$ cat src/rtl/mesi_pkg.sv
// Shared encodings for the coherence controller.
// Assumes a two-bit state per line and a two-bit bus command.
package mesi_pkg;
    typedef enum logic [1:0] {
        ST_I = 2'd0,
        ST_S = 2'd1,
        ST_E = 2'd2,
        ST_M = 2'd3
    } mesi_t;

    typedef enum logic [1:0] {
        CMD_RD  = 2'd0,
        CMD_RFO = 2'd1,
        CMD_UPG = 2'd2,
        CMD_WB  = 2'd3
    } bus_cmd_t;
endpackage

$ cat src/rtl/mesi_line_store.sv
// Tag, word and coherence state storage for a direct-mapped set of lines.
// Two read ports (core side, snoop side). The snoop port may only change the
// state; the core port rewrites tag, state and optionally the word.
// Assumes both write ports never target the same line in one cycle; the
// snoop port wins if they do.
module mesi_line_store
    import mesi_pkg::*;
#(
    parameter int LINES  = 4,
    parameter int TAG_W  = 6,
    parameter int DATA_W = 16
) (
    input  logic                     clk,
    input  logic                     rst_n,
    input  logic [$clog2(LINES)-1:0] c_idx,
    output logic [TAG_W-1:0]         c_tag,
    output mesi_t                    c_state,
    output logic [DATA_W-1:0]        c_data,
    input  logic                     cw_en,
    input  logic [TAG_W-1:0]         cw_tag,
    input  mesi_t                    cw_state,
    input  logic                     cw_data_en,
    input  logic [DATA_W-1:0]        cw_data,
    input  logic [$clog2(LINES)-1:0] s_idx,
    output logic [TAG_W-1:0]         s_tag,
    output mesi_t                    s_state,
    output logic [DATA_W-1:0]        s_data,
    input  logic                     sw_en,
    input  mesi_t                    sw_state
);
    localparam int IDX_W = $clog2(LINES);

    logic [TAG_W-1:0]  tag_q  [LINES];
    mesi_t             st_q   [LINES];
    logic [DATA_W-1:0] data_q [LINES];

    // Read ports: plain indexed lookups.
    assign c_tag   = tag_q[c_idx];
    assign c_state = st_q[c_idx];
    assign c_data  = data_q[c_idx];
    assign s_tag   = tag_q[s_idx];
    assign s_state = st_q[s_idx];
    assign s_data  = data_q[s_idx];

    for (genvar g = 0; g < LINES; g++) begin : g_line
        // Per-line update: snoop state change first, then the core-side rewrite.
        always_ff @(posedge clk) begin
            if (!rst_n) begin
                st_q[g]   <= ST_I;
                tag_q[g]  <= '0;
                data_q[g] <= '0;
            end else if (sw_en && s_idx == IDX_W'(g)) begin
                st_q[g] <= sw_state;
            end else if (cw_en && c_idx == IDX_W'(g)) begin
                st_q[g]  <= cw_state;
                tag_q[g] <= cw_tag;
                if (cw_data_en) data_q[g] <= cw_data;
            end
        end
    end


    no_dirty_drop_chk: assert property (@(posedge clk) disable iff (!rst_n)
        !(cw_en && st_q[c_idx] == ST_M && tag_q[c_idx] != cw_tag));
endmodule

$ cat src/rtl/mesi_snoop.sv
// Snoop responder: compares a snooped address with the addressed line,
// raises shared/dirty, picks the line's next state and holds one pending
// write-back for a snooped Modified line until the bus grants it.
// Assumes the bus sends no new snoop while a write-back is pending.
module mesi_snoop
    import mesi_pkg::*;
#(
    parameter int ADDR_W = 8,
    parameter int DATA_W = 16,
    parameter int IDX_W  = 2
) (
    input  logic              clk,
    input  logic              rst_n,
    input  logic              snp_valid,
    input  bus_cmd_t          snp_cmd,
    input  logic [ADDR_W-1:0] snp_addr,
    input  logic [ADDR_W-IDX_W-1:0] line_tag,
    input  mesi_t             line_state,
    input  logic [DATA_W-1:0] line_data,
    output logic              shared,
    output logic              dirty,
    output logic              sw_en,
    output mesi_t             sw_state,
    output logic              wb_pend,
    output logic [ADDR_W-1:0] wb_addr,
    output logic [DATA_W-1:0] wb_data,
    input  logic              wb_done
);
    logic hit, wb_start;

    // Response and next-state decision for the snooped line.
    always_comb begin
        hit      = snp_valid && line_state != ST_I && line_tag == snp_addr[ADDR_W-1:IDX_W];
        shared   = 1'b0;
        dirty    = 1'b0;
        sw_en    = 1'b0;
        sw_state = line_state;
        wb_start = 1'b0;
        if (hit) begin
            case (snp_cmd)
                CMD_RD: begin
                    sw_en    = 1'b1;
                    sw_state = ST_S;
                    if (line_state == ST_M) begin
                        dirty    = 1'b1;
                        wb_start = 1'b1;
                    end else begin
                        shared = 1'b1;
                    end
                end
                CMD_RFO, CMD_UPG: begin
                    sw_en    = 1'b1;
                    sw_state = ST_I;
                    if (line_state == ST_M) begin
                        dirty    = 1'b1;
                        wb_start = 1'b1;
                    end
                end
                default: ;
            endcase
        end
    end

    // Pending write-back register, set by a dirty hit, cleared by its grant.
    always_ff @(posedge clk) begin
        if (!rst_n) begin
            wb_pend <= 1'b0;
            wb_addr <= '0;
            wb_data <= '0;
        end else if (wb_start) begin
            wb_pend <= 1'b1;
            wb_addr <= snp_addr;
            wb_data <= line_data;
        end else if (wb_done) begin
            wb_pend <= 1'b0;
        end
    end


    quiet_without_snoop_chk: assert property (@(posedge clk) disable iff (!rst_n)
        !snp_valid |-> !shared && !dirty);
endmodule

$ cat src/rtl/mesi_core_fsm.sv
// Core request sequencer: accepts one request, serves hits locally and
// otherwise drives the bus command (write-back victim, read, read-for-
// ownership or upgrade), updating the line at each grant.
// Assumes bgnt arrives only while its own request is on the bus.
module mesi_core_fsm
    import mesi_pkg::*;
#(
    parameter int ADDR_W = 8,
    parameter int DATA_W = 16,
    parameter int IDX_W  = 2
) (
    input  logic              clk,
    input  logic              rst_n,
    input  logic              req_valid,
    output logic              req_ready,
    input  logic              req_we,
    input  logic [ADDR_W-1:0] req_addr,
    input  logic [DATA_W-1:0] req_wdata,
    output logic              rsp_valid,
    output logic [DATA_W-1:0] rsp_rdata,
    input  logic              snp_valid,
    input  logic              wb_pend,
    output logic [IDX_W-1:0]  c_idx,
    input  logic [ADDR_W-IDX_W-1:0] line_tag,
    input  mesi_t             line_state,
    input  logic [DATA_W-1:0] line_data,
    output logic              cw_en,
    output logic [ADDR_W-IDX_W-1:0] cw_tag,
    output mesi_t             cw_state,
    output logic              cw_data_en,
    output logic [DATA_W-1:0] cw_data,
    output logic              breq_valid,
    output bus_cmd_t          breq_cmd,
    output logic [ADDR_W-1:0] breq_addr,
    output logic [DATA_W-1:0] breq_wdata,
    input  logic              bgnt,
    input  logic [DATA_W-1:0] brdata,
    input  logic              bshared
);
    localparam int TAG_W = ADDR_W - IDX_W;
    typedef enum logic {F_IDLE, F_ACT} fsm_t;

    fsm_t              st_q;
    logic              we_q;
    logic [TAG_W-1:0]  tag_q;
    logic [IDX_W-1:0]  idx_q;
    logic [DATA_W-1:0] wdata_q;
    logic              hit, local_ok, finish;
    logic [DATA_W-1:0] rdata_n;

    assign c_idx     = idx_q;
    assign req_ready = st_q == F_IDLE && !snp_valid && !wb_pend;

    // Hit test, bus command choice and line update for the active request.
    always_comb begin
        hit        = line_state != ST_I && line_tag == tag_q;
        local_ok   = hit && (!we_q || line_state == ST_M || line_state == ST_E);
        if (hit)                    breq_cmd = CMD_UPG;
        else if (line_state == ST_M) breq_cmd = CMD_WB;
        else                        breq_cmd = we_q ? CMD_RFO : CMD_RD;
        breq_valid = st_q == F_ACT && !local_ok;
        breq_addr  = (breq_cmd == CMD_WB) ? {line_tag, idx_q} : {tag_q, idx_q};
        breq_wdata = line_data;
        cw_en      = 1'b0;
        cw_tag     = tag_q;
        cw_state   = ST_M;
        cw_data_en = 1'b0;
        cw_data    = wdata_q;
        finish     = 1'b0;
        rdata_n    = wdata_q;
        if (st_q == F_ACT && !snp_valid) begin
            if (local_ok) begin
                finish = 1'b1;
                if (we_q) begin
                    cw_en      = 1'b1;
                    cw_data_en = 1'b1;
                end else begin
                    rdata_n = line_data;
                end
            end else if (bgnt) begin
                cw_en = 1'b1;
                case (breq_cmd)
                    CMD_WB: begin
                        cw_tag   = line_tag;
                        cw_state = ST_I;
                    end
                    CMD_RD: begin
                        cw_state   = bshared ? ST_S : ST_E;
                        cw_data_en = 1'b1;
                        cw_data    = brdata;
                        rdata_n    = brdata;
                        finish     = 1'b1;
                    end
                    default: begin
                        cw_data_en = 1'b1;
                        finish     = 1'b1;
                    end
                endcase
            end
        end
    end

    // Request capture, completion and response register.
    always_ff @(posedge clk) begin
        if (!rst_n) begin
            st_q      <= F_IDLE;
            we_q      <= 1'b0;
            tag_q     <= '0;
            idx_q     <= '0;
            wdata_q   <= '0;
            rsp_valid <= 1'b0;
            rsp_rdata <= '0;
        end else begin
            rsp_valid <= finish;
            if (finish) begin
                rsp_rdata <= rdata_n;
                st_q      <= F_IDLE;
            end else if (req_valid && req_ready) begin
                st_q    <= F_ACT;
                we_q    <= req_we;
                tag_q   <= req_addr[ADDR_W-1:IDX_W];
                idx_q   <= req_addr[IDX_W-1:0];
                wdata_q <= req_wdata;
            end
        end
    end


    rsp_single_pulse_chk: assert property (@(posedge clk) disable iff (!rst_n)
        rsp_valid |=> !rsp_valid);
endmodule

$ cat src/rtl/mesi_snoop_ctrl.sv
// Top of the per-core coherence controller. Joins line storage, the snoop
// responder and the core sequencer, and merges their bus requests: a pending
// snoop write-back goes first, and nothing is requested during a snoop.
// Assumes a grant completes the transaction in the same cycle.
module mesi_snoop_ctrl
    import mesi_pkg::*;
#(
    parameter int ADDR_W = 8,
    parameter int DATA_W = 16,
    parameter int LINES  = 4
) (
    input  logic              clk,
    input  logic              rst_n,
    input  logic              core_req_valid,
    output logic              core_req_ready,
    input  logic              core_req_we,
    input  logic [ADDR_W-1:0] core_req_addr,
    input  logic [DATA_W-1:0] core_req_wdata,
    output logic              core_rsp_valid,
    output logic [DATA_W-1:0] core_rsp_rdata,
    output logic              bus_req_valid,
    output logic [1:0]        bus_req_cmd,
    output logic [ADDR_W-1:0] bus_req_addr,
    output logic [DATA_W-1:0] bus_req_wdata,
    input  logic              bus_gnt,
    input  logic [DATA_W-1:0] bus_rdata,
    input  logic              bus_shared_in,
    input  logic              snp_valid,
    input  logic [1:0]        snp_cmd,
    input  logic [ADDR_W-1:0] snp_addr,
    output logic              snp_shared,
    output logic              snp_dirty
);
    localparam int IDX_W = $clog2(LINES);
    localparam int TAG_W = ADDR_W - IDX_W;

    logic [IDX_W-1:0]  c_idx;
    logic [TAG_W-1:0]  c_tag, s_tag, cw_tag;
    mesi_t             c_state, s_state, cw_state, sw_state;
    logic [DATA_W-1:0] c_data, s_data, cw_data;
    logic              cw_en, cw_data_en, sw_en;
    logic              wb_pend, wb_done, core_gnt;
    logic [ADDR_W-1:0] wb_addr;
    logic [DATA_W-1:0] wb_data;
    logic              cq_valid;
    bus_cmd_t          cq_cmd;
    logic [ADDR_W-1:0] cq_addr;
    logic [DATA_W-1:0] cq_wdata;

    mesi_line_store #(.LINES(LINES), .TAG_W(TAG_W), .DATA_W(DATA_W)) u_store (
        .clk(clk), .rst_n(rst_n),
        .c_idx(c_idx), .c_tag(c_tag), .c_state(c_state), .c_data(c_data),
        .cw_en(cw_en), .cw_tag(cw_tag), .cw_state(cw_state),
        .cw_data_en(cw_data_en), .cw_data(cw_data),
        .s_idx(snp_addr[IDX_W-1:0]), .s_tag(s_tag), .s_state(s_state), .s_data(s_data),
        .sw_en(sw_en), .sw_state(sw_state)
    );

    mesi_snoop #(.ADDR_W(ADDR_W), .DATA_W(DATA_W), .IDX_W(IDX_W)) u_snoop (
        .clk(clk), .rst_n(rst_n),
        .snp_valid(snp_valid), .snp_cmd(bus_cmd_t'(snp_cmd)), .snp_addr(snp_addr),
        .line_tag(s_tag), .line_state(s_state), .line_data(s_data),
        .shared(snp_shared), .dirty(snp_dirty), .sw_en(sw_en), .sw_state(sw_state),
        .wb_pend(wb_pend), .wb_addr(wb_addr), .wb_data(wb_data), .wb_done(wb_done)
    );

    mesi_core_fsm #(.ADDR_W(ADDR_W), .DATA_W(DATA_W), .IDX_W(IDX_W)) u_fsm (
        .clk(clk), .rst_n(rst_n),
        .req_valid(core_req_valid), .req_ready(core_req_ready), .req_we(core_req_we),
        .req_addr(core_req_addr), .req_wdata(core_req_wdata),
        .rsp_valid(core_rsp_valid), .rsp_rdata(core_rsp_rdata),
        .snp_valid(snp_valid), .wb_pend(wb_pend),
        .c_idx(c_idx), .line_tag(c_tag), .line_state(c_state), .line_data(c_data),
        .cw_en(cw_en), .cw_tag(cw_tag), .cw_state(cw_state),
        .cw_data_en(cw_data_en), .cw_data(cw_data),
        .breq_valid(cq_valid), .breq_cmd(cq_cmd), .breq_addr(cq_addr), .breq_wdata(cq_wdata),
        .bgnt(core_gnt), .brdata(bus_rdata), .bshared(bus_shared_in)
    );

    // Bus request merge: snoop write-back first, nothing while a snoop is present.
    always_comb begin
        bus_req_valid = !snp_valid && (wb_pend || cq_valid);
        bus_req_cmd   = wb_pend ? CMD_WB : cq_cmd;
        bus_req_addr  = wb_pend ? wb_addr : cq_addr;
        bus_req_wdata = wb_pend ? wb_data : cq_wdata;
        wb_done       = bus_gnt && bus_req_valid && wb_pend;
        core_gnt      = bus_gnt && bus_req_valid && !wb_pend;
    end


    snoop_first_chk: assert property (@(posedge clk) disable iff (!rst_n)
        snp_valid |-> !core_req_ready && !bus_req_valid);

    req_hold_chk: assert property (@(posedge clk) disable iff (!rst_n)
        bus_req_valid && !bus_gnt && !snp_valid |=> $stable(bus_req_addr) && $stable(bus_req_cmd));

    dirty_then_wb_chk: assert property (@(posedge clk) disable iff (!rst_n)
        snp_dirty |=> bus_req_cmd == CMD_WB);
endmodule

$ cat config.mk
export PLATFORM = sky130hd
export DESIGN_NAME = mesi_snoop_ctrl
export DESIGN_NICKNAME = d
export VERILOG_FILES = /design/src/rtl/mesi_pkg.sv /design/src/rtl/mesi_line_store.sv /design/src/rtl/mesi_snoop.sv /design/src/rtl/mesi_core_fsm.sv /design/src/rtl/mesi_snoop_ctrl.sv
export SDC_FILE = /design/constraint.sdc
export NUM_CORES = 1
export LEC_CHECK = 0
export CAP_MARGIN = 20
export CORE_MARGIN = 8
export CORE_UTILIZATION = 45
export DETAILED_ROUTE_END_ITERATION = 7
export DONT_BUFFER_PORTS = 1
export SLEW_MARGIN = 20
export SYNTH_ARGS = -nofsm -noshare
export SYNTH_HDL_FRONTEND = slang
export SYNTH_HIERARCHICAL = 1
export SYNTH_SLANG_ARGS = --single-unit
$ cat constraint.sdc
create_clock -name clk -period 7.8 [get_ports clk]
set_input_delay 1.56 -clock clk [delete_from_list [all_inputs] [get_ports clk]]
set_output_delay 1.56 -clock clk [all_outputs]
set_load 0.005 [all_outputs]
==> run_results.csv, run 1 <==
group,metric,value,unit
finish,layout_commonest_cell,"nand2_1",
global_routing,grt_overflow,0,
routing,wl_per_cell,23.1,um
synthesis,postSynthAreaPerCell,11.3,um2
routing,wirelength,23800,um
clocking,cts_sinks,164,
clocking,clock_latency,430,ps
critical_path,reg2reg_depth,12,
finish,drive_above_1_share,20.0,%
routing,drc_errors,0,
global_routing,grt_pass1_vias,6074,
clocking,clock_path_buffers,2,
critical_path,endpoint_kind,"primary output",
global_routing,grt_max_degree,79,
clocking,htreeDepth,4,
synthesis,yosysWarnings,6,
sta,max_slew_margin,35.8,%
global_routing,antenna_found_initial,0,
sta,finalHoldViolCount,0,
routing,ant_nets,0,
synthesis,synth_nets,853,
global_routing,grt_usage,19.8,%
floorplan,fp.dieW,158,um
power,leakage,3.31,nW
clocking,ctsHoldBuffers,0,
synthesis,ys_ff_latch,164,
critical_path,max_stage_delay,670,ps
sta,fin_setup_tns,0,ps
sta,worst_slew_pin_slew,964,ps
placed_design,finalWeightedCongestion,0.879,
floorplan,die-area,24800,um2
floorplan,die_y,158,um
finish,area_growth,5.17,%
critical_path,crit_type,"reg2out",
min_path,whs_endpoint,"u_snoop/wb_data[1]",
run_status,status,"finished, final reports clean",
critical_path,worstPathArrival,3480,ps
placed_design,place_inst,997,
critical_path,r2r_setup_slack,2830,ps
placed_design,post-dp-hpwl,17300,um
min_path,hp-class,"reg2reg",
min_path,hp-start,"u_snoop/wb_data[1]",
routing,drt_iter0_markers,651,
critical_path,reg2reg_from,"u_fsm/c_idx[0]",
finish,mostFrequentLayoutCells,"nand2_1 (137), edfxtp_1 (96), nor2_1 (92), dfxtp_1 (67), mux4_2 (46)",
power,powerDensity,204,nW/um2
critical_path,critPathMaxFanout,18,
finish,fin_nets,803,
synthesis,yosysSeqAreaShare,47.0,%
critical_path,timing.critical_path.from_type,"flop",
critical_path,reg2reg_to,"u_store/data_q[3][2]",
synthesis,synthCells,796,
power,vdd_drop_max,0.140,mV
flow_run,drv_cap,0,
clocking,cts_resized,0,
critical_path,cp_cell_sequence,"mux4_2 > xnor2_1 > o2111a_1 > and2_1 > nor2_1 > mux2_2 > mux2_2",
finish,stdcell_count,1029,
sta,skew,14.2,ps
floorplan,rows,52,
clocking,tritoncts,"built",
synthesis,netlist-cell-type-count,63,
placed_design,pre_cts_ws,2870,ps
finish,fillCellCount,1795,
clocking,path_clk_slew,60,ps
critical_path,crit_top_cell,"mux2_2",
synthesis,synthArstFlopShare,0,%
floorplan,pin_count,104,
critical_path,critPathRequiredTime,6240,ps
synthesis,synth.cell_area,9020,um2
routing,first_pass_iters,5,
sta,worst_slack,2760,ps
sta,fin_crit,5040,ps
sta,rsz0062_at_grt,"false",
critical_path,critPathSlowestCell,"dfxtp_2",
synthesis,synth_edf_count,96,
placed_design,io_buffer_count,0,
global_routing,grt_first_pass_wirelength,37200,um
routing,vias_per_cell,6.14,
synthesis,synth_flop_cell,"edfxtp_1",
sta,fin_crit_sh,64.6,%
finish,antenna_cells,0,
sta,drv_slew,0,
routing,vias,6317,
clocking,clock-root-buffer,"clkbuf_16",
floorplan,start_util,45.2,%
clocking,post_cts_buffers,0,
min_path,hold_depth,2,
floorplan,coreArea,20000,um2
clocking,cts_made_buffers,17,
sta,fmax,198,MHz
sta,setup_viol,0,
==> cell families (layout without fill, tap and decap cells) <==
group / Yosys count / after routing / share of synthesized area [%]
xor gates and xnor gates: 12 / 12 / 1.16
AOI/OAI and AO/OA: 102 / 102 / 7.85
buffers and inverters: 81 / 44 / 5.93
muxes: 128 / 128 / 21.8
DFF: 164 / 164 / 47.0
and+or+nand+nor: 309 / 309 / 16.2
==> synth_stat cells (9+ instances only) <==
cell	n	share of area (%)
mux4_2	46	11
clkbuf_1	21	0.87
buf_6	16	2.0
edfxtp_1	96	32
buf_4	25	2.1
a21oi_1	32	1.8
a21boi_0	12	1.0
nand4_1	9	0.62
nand3_1	13	0.72
o21ai_0	18	1.0
o22a_1	12	1.2
mux2i_1	32	3.5
nand2_1	137	5.7
buf_2	13	0.72
dfxtp_1	68	15
mux2_2	40	5.0
or3_1	12	0.83
a32o_1	12	1.3
nor2_1	93	3.9
==> worst max-delay path: cells and delay by family (launching register included) <==
family	cells	cell delay, ps
AO/OA/AOI/OAI	1	520
flip-flops	1	670
multiplexers	3	1210
XOR/XNOR	1	240
AND/OR/NAND/NOR	2	410
==> per-stage QoR <==
stage | hold WS, ps | util (%) | cell area, um2 | power, mW
floorplan | 435 | - | 9020 | 1.12
global placement | 442 | 44.6 | 8900 | 1.14
detailed placement | 451 | 44.6 | 8900 | 1.14
CTS | 461 | 47.5 | 9480 | 1.96
global route | 482 | 47.5 | 9490 | 2.01
finish | 460 | 47.5 | 9490 | 1.94
==> layer usage <==
metal,up-vias,share of wire [%],wire length (um),GRT usage (%)
met5,-,0,0,0
met4,0,1.6,381,6.39
met3,25,10,2370,4.40
met2,325,46,10900,29.8
met1,3162,43,10200,27.8
li1,2805,-,-,-
==> power by group <==
group	switching (mW)	internal [mW]	total (mW)
registers	0.0201	0.937	0.957
clock network	0.372	0.441	0.813
logic	0.0949	0.0749	0.170
==> area by class of cell <==
type / count / area, um2 / area share (%)
flip-flops and latches: 164 / 4250 / 44.7
clock inverters: 14 / 129 / 1.36
well taps: 270 / 338 / 3.56
multi-input cells: 551 / 4260 / 44.9
repair buffers: 7 / 52.6 / 0.554
clock buffers: 18 / 450 / 4.75
inverters: 5 / 18.8 / 0.198
==> sequential cells by signal (all words and copies together), names as in the netlist, 2 cells and up <==
register / count
u_fsm/tag_q: 6
u_fsm/wdata_q: 16
u_fsm/c_idx: 2
u_store/data_q: 64
u_snoop/wb_addr: 8
u_fsm/rsp_rdata: 16
u_store/st_q: 8
u_store/tag_q: 24
u_snoop/wb_data: 16
==> worst max path at each step <==
stage,start,slack [ps],to,cells after the start
after floorplan,snp_addr[0],2910,u_store/data_q[0][0],11
after global placement,u_fsm/c_idx[0],2780,u_store/data_q[2][7],10
after detailed placement,u_fsm/c_idx[0],2870,u_store/data_q[2][15],12
after CTS,u_fsm/c_idx[0],2730,bus_req_addr[6],7
after global routing,u_fsm/c_idx[0],2450,u_store/data_q[3][8],12
final,u_fsm/c_idx[0],2760,bus_req_addr[6],7
Power figures use the tool's default switching activity.
==> run 2: changes to the inputs <==
clock period = 4.85 ns   (was 7.8 ns; I/O delays follow)
==> run_results.csv, run 2 (synthesized netlist as in run 1, its figures left out) <==
group,metric,value,unit
power,vdd_drop_max,0.233,mV
routing,ant_nets,0,
finish,multi_input_area,4260,um2
finish,mostFrequentLayoutCells,"nand2_1 (137), edfxtp_1 (96), nor2_1 (92), dfxtp_1 (67), mux4_2 (46)",
sta,worst_slew_pin_slew,993,ps
finish,layout_commonest_cell,"nand2_1",
sta,rsz0062_at_grt,"false",
global_routing,antenna_found_initial,0,
routing,wl_met2,11500,um
routing,wl_per_cell,23.3,um
global_routing,grt_usage,19.8,%
critical_path,critPathRequiredTime,4960,ps
global_routing,grt_overflow,0,
finish,fin_nets,812,
routing,met3_length,2090,um
sta,drv_slew,0,
critical_path,reg2reg_to,"u_store/data_q[3][1]",
critical_path,timing.critical_path.from_type,"flop",
floorplan,coreArea,20000,um2
critical_path,cp_num_cells,12,
clocking,post_cts_buffers,0,
floorplan,rows,52,
critical_path,max_stage_delay,600,ps
min_path,hold_depth,2,
finish,largest_register_ffs,64,
sta,fin_crit_sh,92.3,%
routing,vias,6223,
placed_design,io_buffer_count,0,
critical_path,r2r_setup_slack,370,ps
sta,fin_crit,4480,ps
placed_design,pre_cts_ws,310,ps
routing,first_pass_iters,5,
critical_path,crit_start,"u_fsm/c_idx[0]",
finish,largest-register,"u_store/data_q",
critical_path,critPathSlowestCell,"mux4_2",
floorplan,start_util,45.2,%
critical_path,reg2reg_from,"u_fsm/c_idx[0]",
sta,finalHoldViolCount,0,
power,leakage,3.35,nW
critical_path,cpLargestDelayFamily,"simple AND/OR/NAND/NOR gates",
clocking,clock_latency,420,ps
critical_path,endpoint,"u_store/data_q[3][1]",
placed_design,post-dp-hpwl,17200,um
floorplan,pin_count,104,
floorplan,fp.dieW,158,um
routing,vias_per_cell,6.00,
floorplan,die_y,158,um
routing,drc_errors,0,
finish,ff_latch_area,4250,um2
flow_run,drv_cap,0,
critical_path,cp_cell_sequence,"mux4_2 > xor2_1 > or4_4 > nor2_2 > nor2b_1 > and4bb_2 > a21oi_1 > nor3_1 > and2_1 > nand3_4 > o21ai_1 > buf_4",
critical_path,worst-path-buf-inv,1,
critical_path,critPathMaxFanout,25,
global_routing,grt_first_pass_wirelength,37100,um
critical_path,worstPathArrival,4590,ps
finish,drive_above_1_share,20.7,%
routing,dr.max_layer_used,"met4",
routing,wirelength,24200,um
clocking,clock_path_buffers,2,
finish,fillCellCount,1845,
clocking,clock-root-buffer,"clkbuf_16",
sta,skew,10.8,ps
routing,wl_met1,10400,um
sta,fin_setup_tns,0,ps
clocking,path_clk_slew,60,ps
critical_path,reg2reg_depth,12,
sta,setup_viol,0,
finish,final_util,47.8,%
placed_design,finalWeightedCongestion,0.884,
floorplan,die-area,24800,um2
sta,max_slew_margin,33.7,%
routing,drt_iter0_markers,540,
min_path,hp-class,"reg2reg",
clocking,cts_sinks,164,
finish,reg_top3,"u_store/data_q (64), u_store/tag_q (24)",
clocking,ctsHoldBuffers,0,
global_routing,grt_max_degree,79,
critical_path,endpoint_kind,"flop",
sta,fmax,223,MHz
finish,area_growth,5.78,%
power,powerDensity,326,nW/um2
sta,worst_slack,374,ps
run_status,status,"finished, final reports clean",
clocking,htreeDepth,4,
critical_path,crit_type,"reg2reg",
clocking,cts_made_buffers,17,
clocking,tritoncts,"built",
global_routing,grt_pass1_vias,6200,
finish,antenna_cells,0,
[run 2: cell count changes in the layout (fill, tap and decap cells not counted), sizes merged]
cell	before	now
buf	7	16
inv	14	9
clkbuf	18	21
bufinv	0	1
clkinv	5	6
[run 2: worst reg2reg max path, delay by kind of cell, from the launching register on]
family          cells  cell delay [ps]
simple gates        7             1960
buf+inv             1              250
xor+xnor            1              440
mux                 1              610
flops               1              550
compound gates      2              370
[run 2: timing repair]
action,CTS,global route
setup endpoints to repair,0,12
endpoints found under the hold margin,0,0
resized for setup,0,1
[run 2: worst min-delay path by stage]
stage                             startpoint                  to  slack (ps)
after floorplan           u_snoop/wb_addr[0]  u_snoop/wb_addr[0]         430
after global placement    u_snoop/wb_addr[6]  u_snoop/wb_addr[6]         440
after detailed placement  u_snoop/wb_addr[6]  u_snoop/wb_addr[6]         450
after CTS                 u_snoop/wb_data[6]  u_snoop/wb_data[6]         460
after global routing      u_snoop/wb_data[5]  u_snoop/wb_data[5]         480
final                     u_snoop/wb_data[6]  u_snoop/wb_data[6]         460
[run 2: layout make-up]
type | count | area share, %
inverters | 5 | 0.197
flip-flops and latches | 164 | 44.5
repair buffers | 16 | 1.26
clock buffers | 21 | 4.85
multi-input cells | 551 | 44.6
clock inverters | 11 | 1.09
well taps | 270 | 3.54
[run 2: report_power, final]
part	total (mW)	internal [mW]	leakage, nW	switching (mW)
combinational	0.280	0.125	1.52	0.155
sequential	1.54	1.51	1.54	0.0313
clock	1.30	0.743	0.286	0.552
[run 2: layer usage]
metal / global-route usage (%) / up-vias
li1: - / 2814
met1: 26.8 / 3105
met2: 31.8 / 285
met3: 3.85 / 19
met4: 5.26 / 0
met5: 0 / -
[run 2: through the flow]
stage	std cells	hold WS, ps	instance area [um2]	power [mW]
after global placement	1006	441	8970	1.84
after detailed placement	1006	449	8980	1.85
after CTS	1038	460	9540	3.13
final	1038	461	9550	3.11
after floorplan	796	435	9020	1.81
after global routing	1038	483	9550	3.22
==> run 3: changes to the inputs <==
SYNTH_HIERARCHICAL = not set   (was 1)
==> run_results.csv, run 3 <==
group,metric,value,unit
run_status,status,"finished, final reports clean",
placed_design,finalWeightedCongestion,0.878,
global_routing,grt_pass1_vias,5993,
synthesis,synth_flop_cell,"edfxtp_1",
finish,antenna_cells,0,
global_routing,grt_usage,20.6,%
clocking,htreeDepth,4,
finish,layout_commonest_cell,"nor2_1",
synthesis,yosys-top-cells-count,"nor2_1 (116), edfxtp_1 (96), nand2_1 (87), dfxtp_1 (70), a21oi_1 (57)",
min_path,hp-class,"reg2reg",
finish,largest_register_ffs,64,
placed_design,post-dp-hpwl,17300,um
clocking,post_cts_buffers,0,
synthesis,synth_most_common_cell,"nor2_1",
synthesis,synthArstFlopShare,0,%
sta,fin_setup_tns,0,ps
power,vdd_drop_max,0.202,mV
clocking,path_clk_slew,70,ps
synthesis,synthTopCellsByArea,"edfxtp_1 (33%), dfxtp_1 (16%), mux4_2 (12%)",
finish,reg_top3,"u_store.data_q (64), u_store.tag_q (24)",
routing,wirelength,24100,um
synthesis,synth_nets,813,
min_path,hold_depth,2,
sta,finalHoldViolCount,0,
synthesis,synth_edf_count,96,
sta,worst_slack,578,ps
finish,stdcell_count,1018,
min_path,whs_endpoint,"u_fsm.wdata_q[6]",
clocking,cts_resized,0,
synthesis,synth.cell_area,8680,um2
sta,hold_ws,487,ps
routing,drt_iter0_markers,548,
synthesis,yosysWarnings,0,
clocking,clock_latency,430,ps
global_routing,antenna_found_initial,0,
sta,fin_crit,4270,ps
critical_path,worstPathArrival,3300,ps
routing,ant_nets,0,
routing,first_pass_iters,5,
placed_design,place_area,8890,um2
routing,vias,6155,
synthesis,yosys.area.top_type_share,33.2,%
synthesis,synth_top_family_by_area,"multiplexers",
power,total_power,3.35,mW
global_routing,grt_overflow,0,
synthesis,synthMuxAreaShare,20.3,%
sta,drv_slew,0,
critical_path,endpoint_kind,"primary output",
critical_path,crit_type,"reg2out",
power,powerDensity,352,nW/um2
critical_path,reg2reg_to,"u_store.data_q[2][0]",
clocking,cts_made_buffers,17,
sta,skew,12.2,ps
routing,drc_errors,0,
synthesis,yosys.area.top_type,"edfxtp_1",
finish,fin_nets,797,
synthesis,postSynthAreaPerCell,11.5,um2
clocking,ctsHoldBuffers,0,
finish,final_util,49.5,%
finish,drive_above_1_share,20.2,%
power,leakage,3.06,nW
finish,fin_area,9510,um2
floorplan,rows,51,
floorplan,die-area,24000,um2
clocking,tritoncts,"built",
min_path,hp-start,"u_fsm.wdata_q[6]",
floorplan,coreArea,19200,um2
finish,mostFrequentLayoutCells,"nor2_1 (116), edfxtp_1 (96), nand2_1 (87), dfxtp_1 (70), a21oi_1 (56)",
synthesis,netlist-cell-type-count,63,
routing,wl_per_cell,23.7,um
synthesis,synth_compound_area_share,10.7,%
sta,max_slew_margin,39.1,%
floorplan,die_y,155,um
critical_path,r2r_setup_slack,1240,ps
synthesis,yosysSeqAreaShare,49.4,%
synthesis,ys_ff_latch,166,
finish,fillCellCount,1688,
sta,fmax,234,MHz
global_routing,grt_max_degree,55,
sta,rsz0062_at_grt,"false",
sta,worst_slew_pin_slew,911,ps
clocking,clock-root-buffer,"clkbuf_16",
sta,setup_viol,0,
synthesis,yosys.area_share.adder,0,%
placed_design,pre_cts_ws,1000,ps
clocking,clock_path_buffers,2,
global_routing,grt_first_pass_wirelength,37200,um
clocking,cts_sinks,166,
floorplan,pin_count,104,
synthesis,synth_xor_area_share,1.43,%
placed_design,io_buffer_count,0,
critical_path,reg2reg_depth,7,
floorplan,fp.dieW,155,um
synthesis,synthSimpleGateAreaFrac,14.3,%
critical_path,critPathRequiredTime,3880,ps
synthesis,synthCells,756,
flow_run,drv_cap,0,
finish,area_growth,9.57,%
placed_design,place_inst,986,
floorplan,start_util,45.2,%
finish,largest-register,"u_store.data_q",
sta,fin_crit_sh,88.1,%
critical_path,timing.critical_path.from_type,"flop",
routing,vias_per_cell,6.05,
critical_path,critPathMaxFanout,23,
==> run 3: routing by layer <==
metal  global-route usage [%]  part of all wire [%]  vias up
met5                        0                     0        -
met2                     30.8                    45      285
met3                     6.07                   9.5       27
li1                         -                     -     2790
met4                     6.21                   1.7        0
met1                     28.4                    44     3053
==> run 3: critical path: stages (launching register included) <==
cell,delay [ps]
dfxtp_1,660
mux4_2,630
xnor2_1,300
o2111a_2,600
a21oi_4,190
mux2i_1,170
o21ai_0,180
buf_4,140
==> run 3: final cells by class <==
cell class	instances	area (um2)	share of cell area, %
inverters	8	30.0	0.316
well taps	265	332	3.49
multi-input cells	526	4080	42.9
clock inverters	14	195	2.05
repair buffers	21	158	1.66
clock buffers	18	429	4.51
flip-flops and latches	166	4280	45.0
==> run 3: cells by family after synthesis <==
group / count (synthesis)
simple gates: 262
flops: 166
compound gates: 138
mux: 114
buf+inv: 64
xor+xnor: 12
==> run 3: power breakdown <==
part           internal [mW]  switching (mW)
Clock                  0.867           0.578
Combinational          0.129           0.205
Sequential              1.53          0.0362
Total                   2.53           0.819
==> run 3: how the worst max path moves through the flow <==
stage | from | to | slack, ps | cells after the start
final | flop | bus_req_addr[2] | 580 | 7
after global routing | flop | bus_req_addr[5] | 350 | 7
after CTS | flop | bus_req_addr[2] | 540 | 7
after detailed placement | flop | bus_req_addr[2] | 1000 | 7
after global placement | flop | bus_req_addr[2] | 1060 | 7
after floorplan | flop | u_store.data_q[1][0] | 960 | 8
